$ cat config.mk
export PLATFORM = sky130hd
export DESIGN_NAME = tmr_pair
export DESIGN_NICKNAME = d
export VERILOG_FILES = /design/src/rtl/tmr_pkg.sv /design/src/rtl/tmr_ctrl.sv /design/src/rtl/tmr_datapath.sv /design/src/rtl/tmr_pair.sv
export SDC_FILE = /design/constraint.sdc
export NUM_CORES = 1
export LEC_CHECK = 0
export ABC_AREA = 1
export ABC_CLOCK_PERIOD_IN_PS = 1600
export BUFFER_PORTS_ARGS = -buffer_cell sky130_fd_sc_hd__buf_2
export CAP_MARGIN = 40
export CORE_AREA = 2 2 120 122
export CTS_CLUSTER_SIZE = 8
export DETAILED_ROUTE_END_ITERATION = 10
export DIE_AREA = 0 0 122 124
export SYNTH_ARGS = -nofsm -noshare
export SYNTH_HDL_FRONTEND = slang
export SYNTH_SLANG_ARGS = --single-unit
$ cat constraint.sdc
create_clock -name clk -period 1.6 [get_ports clk]
set_input_delay 0.4 -clock clk [delete_from_list [all_inputs] [get_ports clk]]
set_output_delay 0.4 -clock clk [all_outputs]
set_load 0.02 [all_outputs]
$ cat src/rtl/tmr_pkg.sv
package tmr_pkg;
  localparam int ADDR_W = 3;
  localparam logic [ADDR_W-1:0] A_MODE = 3'd0;
  localparam logic [ADDR_W-1:0] A_CTRL = 3'd1;
  localparam logic [ADDR_W-1:0] A_LO0  = 3'd2;
  localparam logic [ADDR_W-1:0] A_HI0  = 3'd3;
  localparam logic [ADDR_W-1:0] A_LO1  = 3'd4;
  localparam logic [ADDR_W-1:0] A_HI1  = 3'd5;

  // Strobes from control to datapath, one clock wide.
  typedef struct packed {
    logic cnt0;    // step channel 0 (whole counter, or low byte when split)
    logic cnt1;    // step channel 1
    logic cntHi0;  // step channel 0 high byte in split mode
  } tmr_strobe_t;
endpackage

$ cat src/rtl/tmr_ctrl.sv
module tmr_ctrl
  import tmr_pkg::*;
#(
  parameter int DIV = 12
) (
  input  logic        clk,
  input  logic        rstN,
  input  logic [7:0]  modeReg,
  input  logic [1:0]  runBits,
  input  logic [1:0]  eventPin,
  input  logic [1:0]  gatePin,
  output tmr_strobe_t stb
);
  localparam int PW = (DIV > 1) ? $clog2(DIV) : 1;
  localparam logic [PW-1:0] LAST = PW'(DIV - 1);

  logic [PW-1:0] presc;
  logic          tick;
  logic [1:0]    evMeta, evSync, evPrev, gtMeta, gtSync;
  logic [1:0]    fallEv, en;

  always_ff @(posedge clk or negedge rstN) begin
    if (!rstN) presc <= '0;
    else if (presc == LAST) presc <= '0;
    else presc <= presc + 1'b1;
  end
  assign tick = (presc == LAST);

  always_ff @(posedge clk or negedge rstN) begin
    if (!rstN) begin
      evMeta <= '0; evSync <= '0; evPrev <= '0;
      gtMeta <= '0; gtSync <= '0;
    end else begin
      evMeta <= eventPin; evSync <= evMeta;
      gtMeta <= gatePin;  gtSync <= gtMeta;
      if (tick) evPrev <= evSync;
    end
  end

  for (genvar c = 0; c < 2; c++) begin : gEn
    assign fallEv[c] = tick & evPrev[c] & ~evSync[c];
    assign en[c] = runBits[c] & (~modeReg[4*c+3] | gtSync[c])
                 & (modeReg[4*c+2] ? fallEv[c] : tick);
  end

  assign stb.cnt0   = en[0];
  assign stb.cnt1   = en[1] & (modeReg[5:4] != 2'b11);
  assign stb.cntHi0 = tick & runBits[1] & (modeReg[1:0] == 2'b11);
endmodule

$ cat src/rtl/tmr_datapath.sv
module tmr_datapath
  import tmr_pkg::*;
(
  input  logic              clk,
  input  logic              rstN,
  input  logic [ADDR_W-1:0] addr,
  input  logic              wrEn,
  input  logic [7:0]        wrData,
  output logic [7:0]        rdData,
  input  tmr_strobe_t       stb,
  output logic [7:0]        modeReg,
  output logic [1:0]        runBits,
  output logic [1:0]        flags
);
  logic [7:0] modeQ;
  logic [1:0] runQ, flagQ;
  logic [7:0] loQ [2];
  logic [7:0] hiQ [2];
  logic [1:0] wrapMain;
  logic       splitWrap;

  for (genvar c = 0; c < 2; c++) begin : gCh
    localparam logic [ADDR_W-1:0] LO_A = ADDR_W'(2 + 2*c);
    localparam logic [ADDR_W-1:0] HI_A = ADDR_W'(3 + 2*c);
    logic [7:0] lo, hi, nLo, nHi;
    logic [1:0] md;
    logic       step, wrap;

    assign md   = modeQ[4*c +: 2];
    assign step = (c == 0) ? stb.cnt0 : stb.cnt1;

    always_comb begin
      nLo  = lo;
      nHi  = hi;
      wrap = 1'b0;
      if (step) begin
        case (md)
          2'b00: begin
            {nHi[4:0], nLo} = {hi[4:0], lo} + 13'd1;
            wrap = &{hi[4:0], lo};
          end
          2'b01: begin
            {nHi, nLo} = {hi, lo} + 16'd1;
            wrap = &{hi, lo};
          end
          2'b10: begin
            nLo  = (&lo) ? hi : lo + 8'd1;
            wrap = &lo;
          end
          default: begin
            nLo  = lo + 8'd1;
            wrap = &lo;
          end
        endcase
      end
      if (c == 0 && stb.cntHi0) nHi = hi + 8'd1;
    end

    always_ff @(posedge clk or negedge rstN) begin
      if (!rstN) begin
        lo <= '0;
        hi <= '0;
      end else begin
        lo <= (wrEn && addr == LO_A) ? wrData : nLo;
        hi <= (wrEn && addr == HI_A) ? wrData : nHi;
      end
    end

    assign loQ[c]      = lo;
    assign hiQ[c]      = hi;
    assign wrapMain[c] = wrap;
  end

  assign splitWrap = stb.cntHi0 & (hiQ[0] == 8'hFF);

  always_ff @(posedge clk or negedge rstN) begin
    if (!rstN) begin
      modeQ <= '0;
      runQ  <= '0;
      flagQ <= '0;
    end else begin
      if (wrEn && addr == A_MODE) modeQ <= wrData;
      if (wrEn && addr == A_CTRL) begin
        runQ  <= {wrData[6], wrData[4]};
        flagQ <= {wrData[7], wrData[5]};
      end else begin
        if (wrapMain[0])             flagQ[0] <= 1'b1;
        if (wrapMain[1] | splitWrap) flagQ[1] <= 1'b1;
      end
    end
  end

  always_comb begin
    case (addr)
      A_MODE:  rdData = modeQ;
      A_CTRL:  rdData = {flagQ[1], runQ[1], flagQ[0], runQ[0], 4'h0};
      A_LO0:   rdData = loQ[0];
      A_HI0:   rdData = hiQ[0];
      A_LO1:   rdData = loQ[1];
      A_HI1:   rdData = hiQ[1];
      default: rdData = 8'h00;
    endcase
  end

  assign modeReg = modeQ;
  assign runBits = runQ;
  assign flags   = flagQ;
endmodule

$ cat src/rtl/tmr_pair.sv
module tmr_pair
  import tmr_pkg::*;
#(
  parameter int DIV = 12
) (
  input  logic              clk,
  input  logic              rstN,
  input  logic [ADDR_W-1:0] addr,
  input  logic              wrEn,
  input  logic [7:0]        wrData,
  output logic [7:0]        rdData,
  input  logic [1:0]        eventPin,
  input  logic [1:0]        gatePin,
  output logic [1:0]        irq
);
  tmr_strobe_t stb;
  logic [7:0]  modeReg;
  logic [1:0]  runBits;
  logic [1:0]  flags;

  tmr_ctrl #(.DIV(DIV)) u_ctrl (
    .clk(clk), .rstN(rstN), .modeReg(modeReg), .runBits(runBits),
    .eventPin(eventPin), .gatePin(gatePin), .stb(stb)
  );

  tmr_datapath u_dp (
    .clk(clk), .rstN(rstN), .addr(addr), .wrEn(wrEn), .wrData(wrData),
    .rdData(rdData), .stb(stb), .modeReg(modeReg), .runBits(runBits),
    .flags(flags)
  );

  assign irq = flags;
endmodule

==> flow_metrics.tcl <==
set metrics [dict create \
    hold_viol 0 \
    synth_area_um2 4048 \
    routedWlPerCell_um 15.59 \
    grt_overflow 0 \
    place.gp.congestion 0.8860 \
    place_hpwl_um 10280 \
    dr_wl_met2_um 6507 \
    synth_edf_count 0 \
    ys_warn_count 0 \
    antenna_found_initial 0 \
    htree_levels 3 \
    tightest_slew_ns 0.4236 \
    synth_ff_type "dfrtp_1" \
    pre_cts_slack_ns -0.3683 \
    finalMaxSlewViolations 0 \
    grt_pass1_wl_um 21910 \
    critPathMaxFanout 2 \
    start_util 0.2950 \
    path_class "flip-flop to primary output" \
    routed_wirelength_um 14110 \
    port_buffers 27 \
    syn_area_per_cell_um2 7.151 \
    dr.pass1.iters 5 \
    clock_latency_ns 0.35 \
    clk_pin_slew_ns 0.06 \
    run_status "finished, violations left" \
    dieArea_um2 15130 \
    die_h_um 124 \
    nNetsFinal 743 \
    arrival_ns 1.36 \
    areaGrowthSynthToFinish_pct 49.74 \
    synthArstFlopShare 1.000 \
    root_buffer "clkbuf_16" \
    violations "negative setup slack" \
    slew_headroom 0.7166 \
    cts_buffer_depth 2 \
    diodes 0 \
    rsz0062_at_grt "true" \
    drtIter0Drc 285 \
    rr_startpoint "u_dp.gCh[0].hi[1]" \
    topRoutingLayerUsed "met4" \
    cp-start-kind "flip-flop" \
    grt_pass1_vias 4259 \
    min_period_over_period 1.099 \
    regArea_um2 1456 \
    powerDensity_nw_per_um2 1175 \
    via_count 4482 \
    hold_path_class "primary input to flip-flop" \
    ys_seq_elements 58 \
    final_common_cell "nand2_1" \
    fmax_mhz 568.7 \
    post-route-drc-count 0 \
    fillers 1365 \
    setup_viol 14 \
    cts-buffers-inserted 9 \
    wl_met3_um 891 \
    critPathRequiredTime_ns 1.20 \
    power.total_w 0.007122 \
    min-delay-start "eventPin[1]" \
    cp-startpoint "u_dp.gCh[0].hi[1]" \
    antenna_left 0 \
    finalHoldWorstSlack_ns 0.1535 \
    ir_worst_vdd_mv 0.5927 \
    finalClockSkew_ns 0.01192 \
    final_cell_mix "146 x nand2_1, 110 x buf_4, 54 x dfrtp_1, 48 x inv_1, 47 x nor2_1" \
    p_leak_nw 2.936 \
    die_w_um 122 \
    yosysSeqAreaShare 0.3586 \
    viasPerCell 4.952 \
    cts_sinks 58 \
    setup_slack_ns -0.1584 \
    track_usage 0.1928 \
    synth_cells 566 \
    drive_gt1_frac 0.4041 \
    crit_path_end_kind "primary output" \
    met1_length_um 6181 \
    grt_max_degree 39 \
    fin_tns_setup_ns -1.153 \
    boundaryPins 28 \
    fp-row-count 43 \
    synth.distinct_cells 36 \
    min_period_ns 1.758 \
    cts_tree "built" \
    synthesis.nets 588 \
    multiInputGateArea_um2 2562 \
    maxCapViolCount 0 \
    core_area_um2 13720 \
]
[power breakdown]
group / switching [W] / internal, W / leakage [nW] / total, W
Combinational: 0.00168 / 0.00137 / 2.09 / 0.00305
Clock: 0.000715 / 0.00123 / 0.140 / 0.00195
Sequential: 0.000317 / 0.00181 / 0.710 / 0.00213
Total: 0.00271 / 0.00441 / 2.94 / 0.00712
[cells in the mapped netlist, types with 3 or more instances]
| library cell | number | area share |
|---|---|---|
| inv_2 | 9 | 0.0083 |
| nand2_2 | 8 | 0.012 |
| o21ai_1 | 4 | 0.0049 |
| dfrtp_1 | 58 | 0.36 |
| nand2_1 | 157 | 0.15 |
| nand3_2 | 5 | 0.012 |
| ha_1 | 4 | 0.012 |
| nor3_4 | 3 | 0.012 |
| o22ai_1 | 12 | 0.019 |
| o211ai_1 | 21 | 0.039 |
| inv_1 | 74 | 0.069 |
| a21oi_1 | 18 | 0.022 |
| nand3_1 | 44 | 0.054 |
| o221ai_1 | 6 | 0.013 |
| nor2_2 | 3 | 0.0046 |
| o21ai_0 | 24 | 0.030 |
| nand4_1 | 18 | 0.028 |
| nor2_4 | 7 | 0.019 |
| nor2_1 | 55 | 0.051 |
| xor2_1 | 9 | 0.019 |
| nor3_1 | 7 | 0.0087 |
[critical path, cell delays in order, from the launching register on]
cell	delay [ns]
dfrtp_1	0.41
inv_2	0.08
nor2_1	0.05
a211oi_2	0.21
o21ai_2	0.11
buf_6	0.14
[state kept, by name, summed over array words and instances, names as in the netlist]
register	count
u_dp.modeReg	8
u_ctrl.evMeta	2
u_ctrl.evSync	2
u_dp.flags	2
u_ctrl.presc	4
u_dp.runBits	2
u_dp.gCh.lo	16
u_dp.gCh.hi	16
u_ctrl.gtMeta	2
u_ctrl.evPrev	2
u_ctrl.gtSync	2
[stage by stage]
| stage | instance area (µm²) | std cells | util |
|---|---|---|---|
| 6_report | 6061 | 905 | 0.4418 |
| 5_1_grt | 6061 | 905 | 0.4418 |
| 4_1_cts | 5708 | 888 | 0.4161 |
| 3_5_place_dp | 5036 | 852 | 0.3671 |
| 3_3_place_gp | 5036 | 852 | 0.3671 |
| 2_1_floorplan | 4048 | 566 | - |
[layout make-up]
class	count	area share
timing repair buffer	148	0.1972
clock buffer	10	0.03943
sequential	58	0.2403
inverter	84	0.05409
clock inverter	5	0.009083
multi-input combinational	420	0.4228
tap	180	0.03716
[timing repair]
action | CTS | global route
resized for setup | 70 | 70
endpoints found under the setup margin | 22 | 41
cloned | 0 | 2
endpoints found under the hold margin | 10 | 0
pin swaps | 10 | 38
hold buffers | 1 | 0
setup buffers | 21 | 17
[logic make-up after synthesis]
group	after synthesis	share of synthesized area
buffers and inverters	89	0.08841
XOR/XNOR	9	0.01948
AND/OR/NAND/NOR	317	0.3818
adder cells (fa/ha/maj)	4	0.01237
flip-flops	58	0.3586
AO/OA/AOI/OAI	89	0.1394
[final timing paths]
path | slack [ns] | endpoint | cells past startpoint
max | -0.16 | rdData[1] | 5
min reg2reg | 0.35 | u_ctrl.evSync[1] | 0
min in group asynchronous | 0.49 | u_dp.gCh[0].hi[1] | 2
max in group asynchronous | 0.56 | u_dp.gCh[1].lo[3] | 3
max reg2reg | -0.04 | u_dp.flags[0] | 9
min | 0.15 | u_ctrl.evMeta[1] | 1
[per-layer routing]
metal,track usage,vias to the layer above
met2,0.3052,161
li1,-,2196
met1,0.2538,2092
met4,0.09267,0
met5,0,-
met3,0.03617,33
(Power assumes the default switching activity.)
